--- config.mk ---
export PLATFORM = sky130hd
export DESIGN_NAME = chan_irq_status_ctrl
export DESIGN_NICKNAME = d
export VERILOG_FILES = /design/src/rtl/cisc_pkg.sv /design/src/rtl/cisc_status_bank.sv /design/src/rtl/cisc_enable_reg.sv /design/src/rtl/cisc_irq_merge.sv /design/src/rtl/chan_irq_status_ctrl.sv
export SDC_FILE = /design/constraint.sdc
export NUM_CORES = 1
export LEC_CHECK = 0
export ABC_AREA = 1
export BUFFER_PORTS_ARGS = -buffer_cell sky130_fd_sc_hd__clkbuf_2
export CELL_PAD_IN_SITES_DETAIL_PLACEMENT = 0
export CELL_PAD_IN_SITES_GLOBAL_PLACEMENT = 1
export CORE_MARGIN = 2
export CORE_UTILIZATION = 30
export DETAILED_ROUTE_END_ITERATION = 10
export HOLD_SLACK_MARGIN = 0.02
export PLACE_DENSITY = 0.76
export SLEW_MARGIN = 10
export SYNTH_ARGS = -nofsm -noshare
export SYNTH_HDL_FRONTEND = slang
export SYNTH_HIERARCHICAL = 1
export SYNTH_SLANG_ARGS = --single-unit
--- constraint.sdc ---
create_clock -name clk -period 1.8 [get_ports clk]
set_clock_uncertainty 0.2 [all_clocks]
set_input_delay 0.18 -clock clk [delete_from_list [all_inputs] [get_ports clk]]
set_output_delay 0.18 -clock clk [all_outputs]
set_load 0.05 [all_outputs]
--- src/rtl/cisc_pkg.sv ---
package cisc_pkg;
   localparam int STAT_OFS = 0;
   localparam int EN_OFS   = 2;
   localparam int LANE_W   = 8;
endpackage

--- src/rtl/cisc_status_bank.sv ---
module cisc_status_bank
   import cisc_pkg::*;
#(
   parameter int N_CH  = 16,
   parameter int LANES = 2
) (
   input  logic             clk,
   input  logic             rst_n,
   input  logic             rd_stb,
   input  logic             wr_stb,
   input  logic [LANES-1:0] be,
   input  logic [N_CH-1:0]  wdata,
   input  logic [N_CH-1:0]  event_in,
   output logic [N_CH-1:0]  flags
);
   localparam int DW = LANES * LANE_W;

   if (DW != N_CH) begin : g_bad_width
      $error("cisc_status_bank: N_CH must equal LANES*8");
   end

   logic [N_CH-1:0] flag_q, arm_q, arm_d, lmask, clr;

   for (genvar l = 0; l < LANES; l++) begin : g_lane
      assign lmask[l*LANE_W +: LANE_W] = {LANE_W{be[l]}};
   end

   assign clr = wr_stb ? (~wdata & arm_q & lmask) : '0;

   always_comb begin
      arm_d = arm_q;
      if (rd_stb) arm_d = (flag_q & lmask) | (arm_q & ~lmask);
      if (wr_stb) arm_d = arm_d & ~lmask;
      arm_d = arm_d & ~event_in;
   end

   always_ff @(posedge clk) begin
      if (!rst_n) begin
         flag_q <= '0;
         arm_q  <= '0;
      end else begin
         flag_q <= (flag_q & ~clr) | event_in;
         arm_q  <= arm_d;
      end
   end

   assign flags = flag_q;

   // an event always leaves its flag set
   a_r5_event_wins: assert property (@(posedge clk) disable iff (!rst_n)
      (|event_in) |=> ((flag_q & $past(event_in)) == $past(event_in)));
   // a flag that was not armed never drops
   a_r3_unarmed_kept: assert property (@(posedge clk) disable iff (!rst_n)
      1'b1 |=> (($past(flag_q) & ~$past(arm_q) & ~flag_q) == '0));
   // flags fall only on a status write
   a_r4_fall_needs_write: assert property (@(posedge clk) disable iff (!rst_n)
      !wr_stb |=> (($past(flag_q) & ~flag_q) == '0));
   // a write leaves its lanes disarmed
   a_r6_arm_dropped: assert property (@(posedge clk) disable iff (!rst_n)
      wr_stb |=> ((arm_q & $past(lmask)) == '0));
   // disabled lanes keep their flags through a write
   a_r7_lane_isolated: assert property (@(posedge clk) disable iff (!rst_n)
      wr_stb |=> (($past(flag_q) & ~$past(lmask) & ~flag_q) == '0));
endmodule

--- src/rtl/cisc_enable_reg.sv ---
module cisc_enable_reg
   import cisc_pkg::*;
#(
   parameter int LANES = 2
) (
   input  logic                    clk,
   input  logic                    rst_n,
   input  logic                    wr_stb,
   input  logic [LANES-1:0]        be,
   input  logic [LANES*LANE_W-1:0] wdata,
   output logic [LANES*LANE_W-1:0] en
);
   logic [LANES*LANE_W-1:0] en_q;

   for (genvar l = 0; l < LANES; l++) begin : g_lane
      always_ff @(posedge clk) begin
         if (!rst_n)
            en_q[l*LANE_W +: LANE_W] <= '0;
         else if (wr_stb && be[l])
            en_q[l*LANE_W +: LANE_W] <= wdata[l*LANE_W +: LANE_W];
      end
   end

   assign en = en_q;

   // the mask holds when not written
   a_r8_en_holds: assert property (@(posedge clk) disable iff (!rst_n)
      !wr_stb |=> $stable(en_q));
endmodule

--- src/rtl/cisc_irq_merge.sv ---
module cisc_irq_merge #(
   parameter int N_CH    = 16,
   parameter bit IRQ_REG = 1'b1
) (
   input  logic            clk,
   input  logic            rst_n,
   input  logic [N_CH-1:0] flags,
   input  logic [N_CH-1:0] en,
   output logic [N_CH-1:0] chan_irq,
   output logic            irq_any
);
   assign chan_irq = flags & en;

   if (IRQ_REG) begin : g_reg
      logic any_q;
      always_ff @(posedge clk) begin
         if (!rst_n) any_q <= 1'b0;
         else        any_q <= |chan_irq;
      end
      assign irq_any = any_q;

      // combined line lags the per-channel requests by one clock
      a_r10_any_lag: assert property (@(posedge clk) disable iff (!rst_n)
         1'b1 |=> (irq_any == $past(|chan_irq)));
   end else begin : g_comb
      assign irq_any = |chan_irq;
   end

   // no request without an enable bit
   a_r9_req_needs_en: assert property (@(posedge clk) disable iff (!rst_n)
      ((chan_irq & ~en) == '0));
endmodule

--- src/rtl/chan_irq_status_ctrl.sv ---
module chan_irq_status_ctrl
   import cisc_pkg::*;
#(
   parameter int N_CH    = 16,
   parameter int DATA_W  = 16,
   parameter int ADDR_W  = 2,
   parameter bit IRQ_REG = 1'b1
) (
   input  logic                  clk,
   input  logic                  rst_n,
   input  logic [ADDR_W-1:0]     bus_addr,
   input  logic                  bus_rd,
   input  logic                  bus_wr,
   input  logic [DATA_W/8-1:0]   bus_be,
   input  logic [DATA_W-1:0]     bus_wdata,
   output logic [DATA_W-1:0]     bus_rdata,
   input  logic [N_CH-1:0]       chan_event,
   output logic [N_CH-1:0]       chan_irq,
   output logic                  irq_any
);
   localparam int LANES = DATA_W / LANE_W;

   if (DATA_W % LANE_W != 0) begin : g_bad_dw
      $error("chan_irq_status_ctrl: DATA_W must be a multiple of 8");
   end
   if (N_CH != DATA_W) begin : g_bad_ch
      $error("chan_irq_status_ctrl: N_CH must equal DATA_W");
   end
   if (ADDR_W < 2) begin : g_bad_aw
      $error("chan_irq_status_ctrl: ADDR_W must reach offset 2");
   end

   logic sel_stat, sel_en, rd_eff;
   logic [N_CH-1:0]   flags;
   logic [DATA_W-1:0] en;
   logic [DATA_W-1:0] rdata_q;

   assign sel_stat = (bus_addr == ADDR_W'(STAT_OFS));
   assign sel_en   = (bus_addr == ADDR_W'(EN_OFS));
   assign rd_eff   = bus_rd && !bus_wr;

   cisc_status_bank #(.N_CH(N_CH), .LANES(LANES)) u_stat (
      .clk      (clk),
      .rst_n    (rst_n),
      .rd_stb   (rd_eff && sel_stat),
      .wr_stb   (bus_wr && sel_stat),
      .be       (bus_be),
      .wdata    (bus_wdata),
      .event_in (chan_event),
      .flags    (flags)
   );

   cisc_enable_reg #(.LANES(LANES)) u_en (
      .clk    (clk),
      .rst_n  (rst_n),
      .wr_stb (bus_wr && sel_en),
      .be     (bus_be),
      .wdata  (bus_wdata),
      .en     (en)
   );

   cisc_irq_merge #(.N_CH(N_CH), .IRQ_REG(IRQ_REG)) u_irq (
      .clk      (clk),
      .rst_n    (rst_n),
      .flags    (flags),
      .en       (en),
      .chan_irq (chan_irq),
      .irq_any  (irq_any)
   );

   always_ff @(posedge clk) begin
      if (!rst_n)
         rdata_q <= '0;
      else if (rd_eff)
         rdata_q <= sel_stat ? flags : (sel_en ? en : '0);
   end

   assign bus_rdata = rdata_q;

   // read data holds in cycles without a read
   a_r11_rdata_holds: assert property (@(posedge clk) disable iff (!rst_n)
      !rd_eff |=> $stable(bus_rdata));
endmodule

# Yosys cells after proc, flatten, opt, wreduce, memory -nomap -nowiden
# Index checks and enable logic that the tools add are counted.
word_totals:
  word_cells: 35
  inputBits: 40
  out_inout_bits: 33
  reg_bits: 65
classes:
  n_reduce_logical: 9
  muxes: 5
  bitwise_logic: 14
  eq_ne: 1
op_table:
  columns: ["cell", "n"]
  rows:
  - ["16-bit AND", 8]
  - ["16-bit two-way mux", 5]
  - ["16-bit NOT", 4]
  - ["16-bit OR", 2]
  - ["16-bit OR reduction", 1]
  - ["1-bit logical AND", 6]
  - ["2-bit equality test, second input constant", 1]
  - ["2-bit logical NOT", 1]
  - ["1-bit logical NOT", 1]

# Longest topological paths before layout
# Gate-level depths: netlist (run 1).
logic_depth:
  word_depth: 7
  mapped_depth: 10
  mapped_depth_nobuf: 8

# Modules after synthesis
# Netlist (run 1), hierarchy kept.
by_module_without_submodules:
  columns: ["module", "instances", "area_each_um2", "cells_each", "seq_area_each_um2"]
  rows:
  - ["cisc_status_bank", 1, 1480.2, 204, 640.6]
  - ["chan_irq_status_ctrl", 1, 874.6, 130, 320.3]
  - ["cisc_enable_reg", 1, 679.4, 102, 320.3]
  - ["cisc_irq_merge", 1, 203.9, 50, 20.0]

# Worst setup path after synthesis (run 1)
# Ideal clock, no wire load.
synth_timing:
  kind: "input port to flip-flop"
  from: "input bus_addr[1]"
  to: "register u_stat.arm_q[11]"
  required_ps: 1488
  arrival_ps: 1210
  setup_slack_ps: 278
  setup_time_ps: 112
  path_buffers: 3
  stages: 9
  path_cell_list: "buf_6 > nor2_8 > buf_8 > inv_1 > nor2_1 > nand2_2 > buf_6 > o21ai_2 > nor2_2"
synth_between:
  elab_chain_len: 6
  elab_cells_between_ends: 7
  classes_between: "2 x mux; 2 x bitwise; 3 x reduce/logical"
synth_rtl:
  columns: ["item", "line", "text"]
  rows:
  - ["start, declared", "chan_irq_status_ctrl.sv:11", "input logic [ADDR_W-1:0] bus_addr,"]
  - ["2-bit logical NOT (*)", "chan_irq_status_ctrl.sv:38", "assign sel_stat = (bus_addr == ADDR_W'(STAT_OFS));"]
  - ["1-bit logical AND", "chan_irq_status_ctrl.sv:45", ".rd_stb (rd_eff && sel_stat),"]
  - ["16-bit two-way mux", "cisc_status_bank.sv:32", "if (rd_stb) arm_d = (flag_q & lmask) | (arm_q & ~lmask);"]
  - ["16-bit AND", "cisc_status_bank.sv:33", "if (wr_stb) arm_d = arm_d & ~lmask;"]
  - ["16-bit two-way mux (*)", "cisc_status_bank.sv:33", null]
  - ["16-bit AND (*)", "cisc_status_bank.sv:34", "arm_d = arm_d & ~event_in;"]
  - ["end signal, assigned", "cisc_status_bank.sv:43", "arm_q <= arm_d;"]
  - ["end, declared", "cisc_status_bank.sv:22", "logic [N_CH-1:0] flag_q, arm_q, arm_d, lmask, clr;"]
# Mark *: on every way between the ends. The rest lies on a longest branch, timed or not.
# A chain may end at the register's enable or synchronous reset.

# Final worst setup path (run 1)
layout_timing:
  from: "input bus_wdata[2]"
  to: "register u_stat.flag_q[2] (netlist: u_stat/flags[2])"
layout_between:
  elab_chain_len: 7
layout_rtl:
  columns: ["item", "line", "text"]
  rows:
  - ["start, declared", "chan_irq_status_ctrl.sv:15", "input logic [DATA_W-1:0] bus_wdata,"]
  - ["16-bit NOT", "cisc_status_bank.sv:28", "assign clr = wr_stb ? (~wdata & arm_q & lmask) : '0;"]
  - ["16-bit AND (2 in series)", "cisc_status_bank.sv:28", null]
  - ["16-bit two-way mux", "cisc_status_bank.sv:28", null]
  - ["16-bit NOT", "cisc_status_bank.sv:42", "flag_q <= (flag_q & ~clr) | event_in;"]
  - ["16-bit AND", "cisc_status_bank.sv:42", null]
  - ["16-bit OR", "cisc_status_bank.sv:42", null]
  - ["end signal, assigned", "cisc_status_bank.sv:42", null]
  - ["end, declared", "cisc_status_bank.sv:22", null]
# No other way between the ends.

==> results of run 1 <==
timing repair:
action | CTS | global route
hold buffers | 43 | 0
resized for setup | 0 | 1
setup endpoints to repair | 0 | 3
endpoints found under the hold margin | 49 | 0
cell usage after synthesis:
| cell | number | area [um2] |
|---|---|---|
| nand2_1 | 165 | 619 |
| a21oi_1 | 23 | 115 |
| buf_8 | 1 | 15.0 |
| buf_2 | 4 | 20.0 |
| buf_6 | 6 | 67.6 |
| dfxtp_1 | 65 | 1300 |
| a21oi_2 | 9 | 78.8 |
| nor2_2 | 4 | 25.0 |
| nand2_4 | 4 | 45.0 |
| nor2_1 | 69 | 259 |
| nand3_1 | 32 | 160 |
| nor2_8 | 1 | 20.0 |
| inv_1 | 68 | 255 |
| o21ai_2 | 16 | 140 |
| clkbuf_2 | 1 | 5.00 |
| clkbuf_8 | 1 | 13.8 |
| nand2_2 | 9 | 56.3 |
| inv_2 | 5 | 18.8 |
| buf_4 | 3 | 22.5 |
layout make-up:
type | count | area [um2]
Fill cell | 1134 | 6140
Multi-Input combinational cell | 332 | 1520
Sequential cell | 65 | 1300
Timing Repair Buffer | 123 | 851
Inverter | 73 | 274
Tap cell | 136 | 170
Clock buffer | 11 | 141
Clock inverter | 4 | 20.0
per-stage QoR:
step	hold WS [ns]	area, um2
finish	0.123	4280
global route	0.139	4280
CTS	0.114	4280
detailed placement	0.228	3680
global placement	0.231	3680
floorplan	0.0922	3240
logic make-up (layout without fill, tap and decap cells):
logic type             count (synthesis)  count (layout)  share of synthesized area
DFF                                   65              65                      0.402
buffers and inverters                 89             211                      0.129
AOI/OAI and AO/OA                     48              48                      0.103
and+or+nand+nor                      284             284                      0.366
metal layers:
layer  GRT usage  wire, um  vias up
met5           0         0        -
met3      0.0393       414       20
met1       0.209      4220     1339
met4      0.0842       262        0
li1            -         -     1701
met2       0.239      3870       61
worst max-delay path, stage by stage:
cell           delay (ns)
dlygate4sd3_1        0.56
clkbuf_2             0.14
nor2_1               0.10
nand2_1              0.05
nand2_1              0.05
a21oi_1              0.05
dlygate4sd3_1        0.57
worst max-delay path by stage:
stage	from	end	slack (ns)	cells past startpoint
2_1_floorplan	bus_addr[1]	u_stat/arm_q[11]	0.28	9
3_3_place_gp	bus_addr[1]	u_stat/arm_q[12]	0.16	7
3_5_place_dp	bus_addr[1]	u_stat/arm_q[12]	0.13	7
4_1_cts	bus_addr[1]	u_stat/flags[3]	0.12	10
5_1_grt	bus_addr[1]	u_stat/flags[13]	0.08	10
6_report	bus_wdata[2]	u_stat/flags[2]	0.14	7
cell usage in the layout, fill, tap and decap left out, types with 8 or more instances in the layout:
master         count
nand2_1          165
clkbuf_2          72
inv_1             68
nor2_1            68
dfxtp_1           65
dlygate4sd3_1     43
nand3_1           32
a21oi_1           23
o21ai_2           16
clkbuf_8          10
nand2_2            9
a21oi_2            9
buf_4              8
power groups by stage:
stage | clock [mW] | sequential, mW | combinational [mW]
floorplan | 0 | 1.59 | 0.218
global placement | 0 | 1.57 | 0.349
detailed placement | 0 | 1.58 | 0.351
CTS | 1.10 | 1.54 | 0.430
global route | 1.17 | 1.55 | 0.476
finish | 1.08 | 1.54 | 0.430
state kept, by name, indices dropped and copies added (netlist names):
name / cells
bus_rdata: 16
u_stat/flags: 16
u_stat/arm_q: 16
u_en/en: 16
u_irq/irq_any: 1
==> results.ini, run 1 <==
[status]
outcome=finished, final reports clean

[die]
io_pins=73
die_w_um=108
die-area_mm2=0.0116
core_area_mm2=0.0104
die_y_um=108
initial_core_util=0.311
rows=37

[finish]
layout.nets=644
syn_to_final_growth_pct=32.1
drive_gt1_frac=0.235
n_antenna_cell=0
layout.cells.non_filler=744
finish.utilization=0.411

[power_and_ir_drop]
power_density_mw_per_mm2=713
p_leak_nw=2.27
switching_share=0.283
combPwrFrac=0.141
p_int_mw=2.19
pwr-share-clk=0.353
power_mw=3.05
vdd_ir_drop_max_mv=0.246
seq_power_share=0.506
switchingPower_uw=863

[placement]
place_congestion=0.808
dp.cells=686
pre_cts_ws_ns=0.134
port-buffer-count=72
dpl.hpwl_mm=6.33

[route]
vias=3121
drt_iter0_drc=125
ant_nets=0
first_pass_iters=4
routed_wl_mm=8.77
post_drt_wl_per_cell_um=11.8
vias_per_cell=4.19
drc_errors=0

[timing]
period_share=0.923
min_period_ns=1.66
drv_slew=0
relSlewSlack=0.598
layout_setup_ws_ns=0.139
grt_setup_unrepaired=no
max_freq_mhz=602
worst_pin_slew_ns=0.603
tns_ns=0
finalHoldViolations=0
setup_viol=0

[critical_path]
worst_ep_arrival_time_ns=1.70
timing_worst_setup_path_type=in2reg
rr_worst_depth=6
r2r_slack_ns=0.30
r2r-end=u_stat/flags[7]
path_max_fanout=2
worstReg2RegStart=u_stat/arm_q[7]
start_kind=input port
crit_required_ns=1.84
endpoint_kind=flip-flop

[min_path]
hold_depth=4
min_to=u_en/en[6]
hp-start=rst_n
min_path_type=in2reg

[clock_network]
tritoncts.num_buffers=9
htree_levels=3
clock_sinks=65
cts_root_buf=clkbuf_8
clk_latency_ns=0.35
clk_pin_slew_ns=0.07
cts_max_path_buffers=2
cts_tree=done
postCtsSetupRepairBufs=0

[global_routing]
grtUsageTotal=0.159
grt_pass1_vias=3040
grt_pass1_wl_mm=14.2
overflow=0
antenna_found_initial=0
grt_start_max_net_pins=23

[synth]
ys_seq_area_frac=0.402
yosysUniqueCellTypes=19
syn_inst=486
synth_seq_cells=65
synth_area_mm2=0.00324
syn_area_per_cell_um2=6.66
yosysWarningCount=6
syn_nets=526

[flow_run]
maxCapViolations=0

Note: power is estimated with default switching activity, not from simulation.
==> run 2, diff against run 1 <==
==> constraint.sdc (replaced) <==
create_clock -name clk -period 1.6 [get_ports clk]
set_clock_uncertainty 0.2 [all_clocks]
set_input_delay 0.16 -clock clk [delete_from_list [all_inputs] [get_ports clk]]
set_output_delay 0.16 -clock clk [all_outputs]
set_load 0.05 [all_outputs]
==> results.ini, run 2 (synthesized netlist as in run 1, its figures left out) <==
[die]
die_y_um=108
rows=37
core_area_mm2=0.0104
initial_core_util=0.311
io_pins=73
die-area_mm2=0.0116
die_w_um=108

[placement]
dpl.hpwl_mm=6.60
place_congestion=0.814
port-buffer-count=72

[critical_path]
worst_ep_arrival_time_ns=1.21
crit_required_ns=1.24
start_kind=flip-flop
critPathTopFamily=flip-flops
endpoint_kind=output port
path_max_fanout=4
crit_chain=nand2_1 > inv_1 > buf_2
critPathBufInv=2
timing_worst_setup_path_type=reg2out
cp_slowest_stage_delay_ns=0.44
cp_slowest_cell=dfxtp_1

[route]
first_pass_iters=4
vias=3173
routed_wl_mm=8.94
vias_per_cell=4.28
ant_nets=0
drt_iter0_drc=155
drc_errors=0
post_drt_wl_per_cell_um=12.0

[timing]
grt_setup_unrepaired=no
worst_pin_slew_ns=0.457
finalHoldViolations=0
tns_ns=0
setup_viol=0
min_period_ns=1.57
max_freq_mhz=638
relSlewSlack=0.695
drv_slew=0
period_share=0.979

[global_routing]
grtUsageTotal=0.160
grt_start_max_net_pins=18
overflow=0
grt_pass1_wl_mm=14.2
antenna_found_initial=0
grt_pass1_vias=3026

[clock_network]
tritoncts.num_buffers=9
htree_levels=3
clock_sinks=65
clk_pin_slew_ns=0.07
clk_latency_ns=0.36
cts_max_path_buffers=2
cts_tree=done
cts_root_buf=clkbuf_8

[power_and_ir_drop]
power_mw=3.58
power_density_mw_per_mm2=829
vdd_ir_drop_max_mv=0.343
p_leak_nw=2.29

[status]
outcome=finished, final reports clean

[finish]
final_common_cell=nand2_1
final_cell_mix=nand2_1 (165), nor2_1 (69), inv_1 (68)
n_antenna_cell=0
drive_gt1_frac=0.261
layout.nets=641
nFillCells=1121
syn_to_final_growth_pct=33.3

[min_path]
min_path_type=in2reg

[flow_run]
maxCapViolations=0

run 2: cell count changes in the layout (fill, tap and decap cells not counted):
cell,before,now
nor2_1,68,69
buf_2,0,4
clkbuf_4,0,10
dfxtp_2,0,7
clkinv_2,4,2
dfxtp_1,65,58
buf_12,0,2
buf_4,8,14
clkbuf_2,72,58
nor2_2,5,4
clkbuf_8,10,13
dlygate4sd3_1,43,32
run 2: metrics by stage:
step | hold WS (ns) | util | setup slack [ns] | cells | instance area [um2]
after floorplan | 0.0722 | - | 0.0983 | 486 | 3240
after global placement | 0.210 | 0.362 | 0.172 | 694 | 3770
after detailed placement | 0.207 | 0.362 | 0.129 | 694 | 3770
after CTS | 0.0964 | 0.413 | 0.00288 | 742 | 4300
after global routing | 0.122 | 0.414 | 0.00728 | 742 | 4320
final | 0.109 | 0.414 | 0.0331 | 742 | 4320
run 2: path summary, 6_finish.rpt:
check / start / end / slack [ns] / depth (start not counted)
worst max register to register: u_stat/flags[9] / u_irq/irq_any / 0.38 / 6
worst max-delay path: u_stat/flags[2] / chan_irq[2] / 0.03 / 3
worst min-delay path: bus_be[0] / u_stat/arm_q[5] / 0.11 / 5
worst min register to register: bus_rdata[9] / bus_rdata[9] / 0.27 / 2
run 2: cell type report:
class,count,area (um2),area share
timing repair buffer,120,851,0.197
tap,136,170,0.0394
multi-input combinational,332,1520,0.352
clock inverter,2,10.0,0.00232
inverter,73,274,0.0635
clock buffer,14,183,0.0423
sequential,65,1310,0.303
run 2: what timing repair did:
action,in CTS,in global routing
cloned,0,0
setup buffers,0,0
gates resized for setup,6,19
endpoints found under the setup margin,6,13
hold buffers,32,0
hold endpoints to repair,48,0
run 2: power by group:
part           internal [mW]  switching [mW]
sequential              1.68          0.0542
combinational          0.196           0.289
clock                  0.727           0.633
run 2: layer usage:
layer	vias up	routed length (um)	global-route usage
met1	1379	4320	0.208
met4	0	223	0.0778
met5	-	0	0
met2	82	3940	0.250
met3	19	458	0.0339
li1	1693	-	-
run 2: worst min-delay path: stages:
cell and delay [ns]:
clkbuf_2 0.12, nand2_2 0.07, buf_4 0.17, nand3_1 0.07, nor2_1 0.04
==> run 3, diff against run 2 <==
--- a/config.mk
+++ b/config.mk
@@ -6,14 +6,15 @@
 export NUM_CORES = 1
 export LEC_CHECK = 0
 export ABC_AREA = 1
-export BUFFER_PORTS_ARGS = -buffer_cell sky130_fd_sc_hd__clkbuf_2
 export CELL_PAD_IN_SITES_DETAIL_PLACEMENT = 0
 export CELL_PAD_IN_SITES_GLOBAL_PLACEMENT = 1
+export CORE_ASPECT_RATIO = 0.6
 export CORE_MARGIN = 2
 export CORE_UTILIZATION = 30
 export DETAILED_ROUTE_END_ITERATION = 10
+export DONT_BUFFER_PORTS = 1
 export HOLD_SLACK_MARGIN = 0.02
-export PLACE_DENSITY = 0.76
+export PLACE_DENSITY = 0.67
 export SLEW_MARGIN = 10
 export SYNTH_ARGS = -nofsm -noshare
 export SYNTH_HDL_FRONTEND = slang
==> results.ini, run 3 (synthesized netlist as in run 1, its figures left out) <==
[global_routing]
overflow=0
grt_pass1_vias=2999
grt_pass1_wl_mm=16.3
antenna_found_initial=1
grt_start_max_net_pins=35
grtUsageTotal=0.183

[finish]
nFillCells=1109
final_cell_mix=nand2_1 (165), nor2_1 (69), dlygate4sd3_1 (67)
final_common_cell=nand2_1
layout.cells.non_filler=725
syn_to_final_growth_pct=39.5
layout.nets=621
drive_gt1_frac=0.168
fin_area_mm2=0.00452
finish.utilization=0.429

[timing]
min_period_ns=1.55
relSlewSlack=0.568
tns_ns=0
worst_pin_slew_ns=0.647
max_freq_mhz=644
setup_viol=0
finalHoldViolations=0
period_share=0.971
layout_setup_ws_ns=0.0462
drv_slew=0
holdWs_ns=0.0294
grt_setup_unrepaired=yes

[clock_network]
clk_latency_ns=0.34
clock_sinks=65
postCtsSetupRepairBufs=0
cts_root_buf=clkbuf_16
cts_tree=done
htree_levels=3
clk_pin_slew_ns=0.06
tritoncts.num_buffers=9
cts_max_path_buffers=2

[placement]
place_congestion=0.762
pre_cts_ws_ns=0.0441
dp.cells=641
dpl.hpwl_mm=7.37
port-buffer-count=0
dpl_cell_area_mm2=0.00351

[critical_path]
r2r-end=u_en/en[7]
worstReg2RegStart=u_en/en[7]
rr_worst_depth=5
critPathBufInv=1
path_max_fanout=2
cp_slowest_stage_delay_ns=0.37
r2r_slack_ns=0.16
crit_required_ns=1.24
timing_worst_setup_path_type=reg2out
start_kind=flip-flop
cp_slowest_cell=dfxtp_1
critPathTopFamily=flip-flops
endpoint_kind=output port
worst_ep_arrival_time_ns=1.19
crit_chain=nand2_1 > inv_1

[route]
ant_nets=0
drt_iter0_drc=193
post_drt_wl_per_cell_um=14.4
routed_wl_mm=10.4
vias=3174
vias_per_cell=4.38
drc_errors=0
first_pass_iters=4

[status]
outcome=finished, final reports clean

[min_path]
hp-start=bus_be[1]
min_to=u_stat/flags[8]
hold_depth=5
min_path_type=in2reg

[die]
die-area_mm2=0.0117
die_y_um=84.5
initial_core_util=0.308
rows=29
io_pins=73
die_w_um=138
core_area_mm2=0.0105

[power_and_ir_drop]
vdd_ir_drop_max_mv=0.540
power_density_mw_per_mm2=951
pwr-share-clk=0.476
combPwrFrac=0.121
switchingPower_mw=1.06
p_leak_nw=2.22
seq_power_share=0.404
p_int_mw=3.24
power_mw=4.30
switching_share=0.247

[flow_run]
maxCapViolations=0

-- run 3: worst max-delay path by stage --
| stage | to | slack [ns] | depth (start not counted) | from |
|---|---|---|---|---|
| after floorplan | u_stat/arm_q[11] | 0.1 | 9 | bus_addr[1] |
| after global placement | u_stat/arm_q[7] | 0.09 | 6 | bus_wr |
| after detailed placement | u_stat/arm_q[12] | 0.04 | 6 | bus_wr |
| after CTS | chan_irq[11] | 0.01 | 2 | u_stat/flags[11] |
| after global routing | u_en/en[1] | -0.05 | 6 | bus_wr |
| final | chan_irq[12] | 0.05 | 2 | u_stat/flags[12] |
-- run 3: what timing repair did --
action	CTS	global route
endpoints found under the setup margin	1	16
gates resized for setup	1	3
hold buffers	68	0
hold endpoints to repair	65	0
-- run 3: final cells by class --
| cell class | count | area, um2 | area share |
|---|---|---|---|
| timing repair buffer | 100 | 931 | 0.206 |
| tap | 139 | 174 | 0.0385 |
| inverter | 73 | 289 | 0.0640 |
| sequential | 65 | 1300 | 0.288 |
| clock buffer | 10 | 229 | 0.0507 |
| antenna | 2 | 5.00 | 0.00111 |
| clock inverter | 4 | 70.1 | 0.0155 |
| multi-input combinational | 332 | 1520 | 0.336 |
-- run 3: worst register-to-register path, cell delays in order, from the launching register on --
cell           delay (ns)
dfxtp_1              0.38
inv_1                0.06
nand2_1              0.06
nand2_1              0.06
nor2_1               0.08
dlygate4sd3_1        0.54
-- run 3: layer usage --
layer	track usage	wire [um]	up-vias
met5	0	0	-
met1	0.291	5900	1406
met2	0.225	3670	93
li1	-	-	1663
met3	0.0570	703	12
met4	0.0575	137	0
-- run 3: power by group through the flow --
stage	registers, mW	clock network (mW)	logic, mW
2_1_floorplan	1.78	0	0.245
3_5_place_dp	1.77	0	0.352
4_1_cts	1.73	2.09	0.511
3_3_place_gp	1.77	0	0.349
5_1_grt	1.74	2.14	0.565
6_report	1.73	2.04	0.519
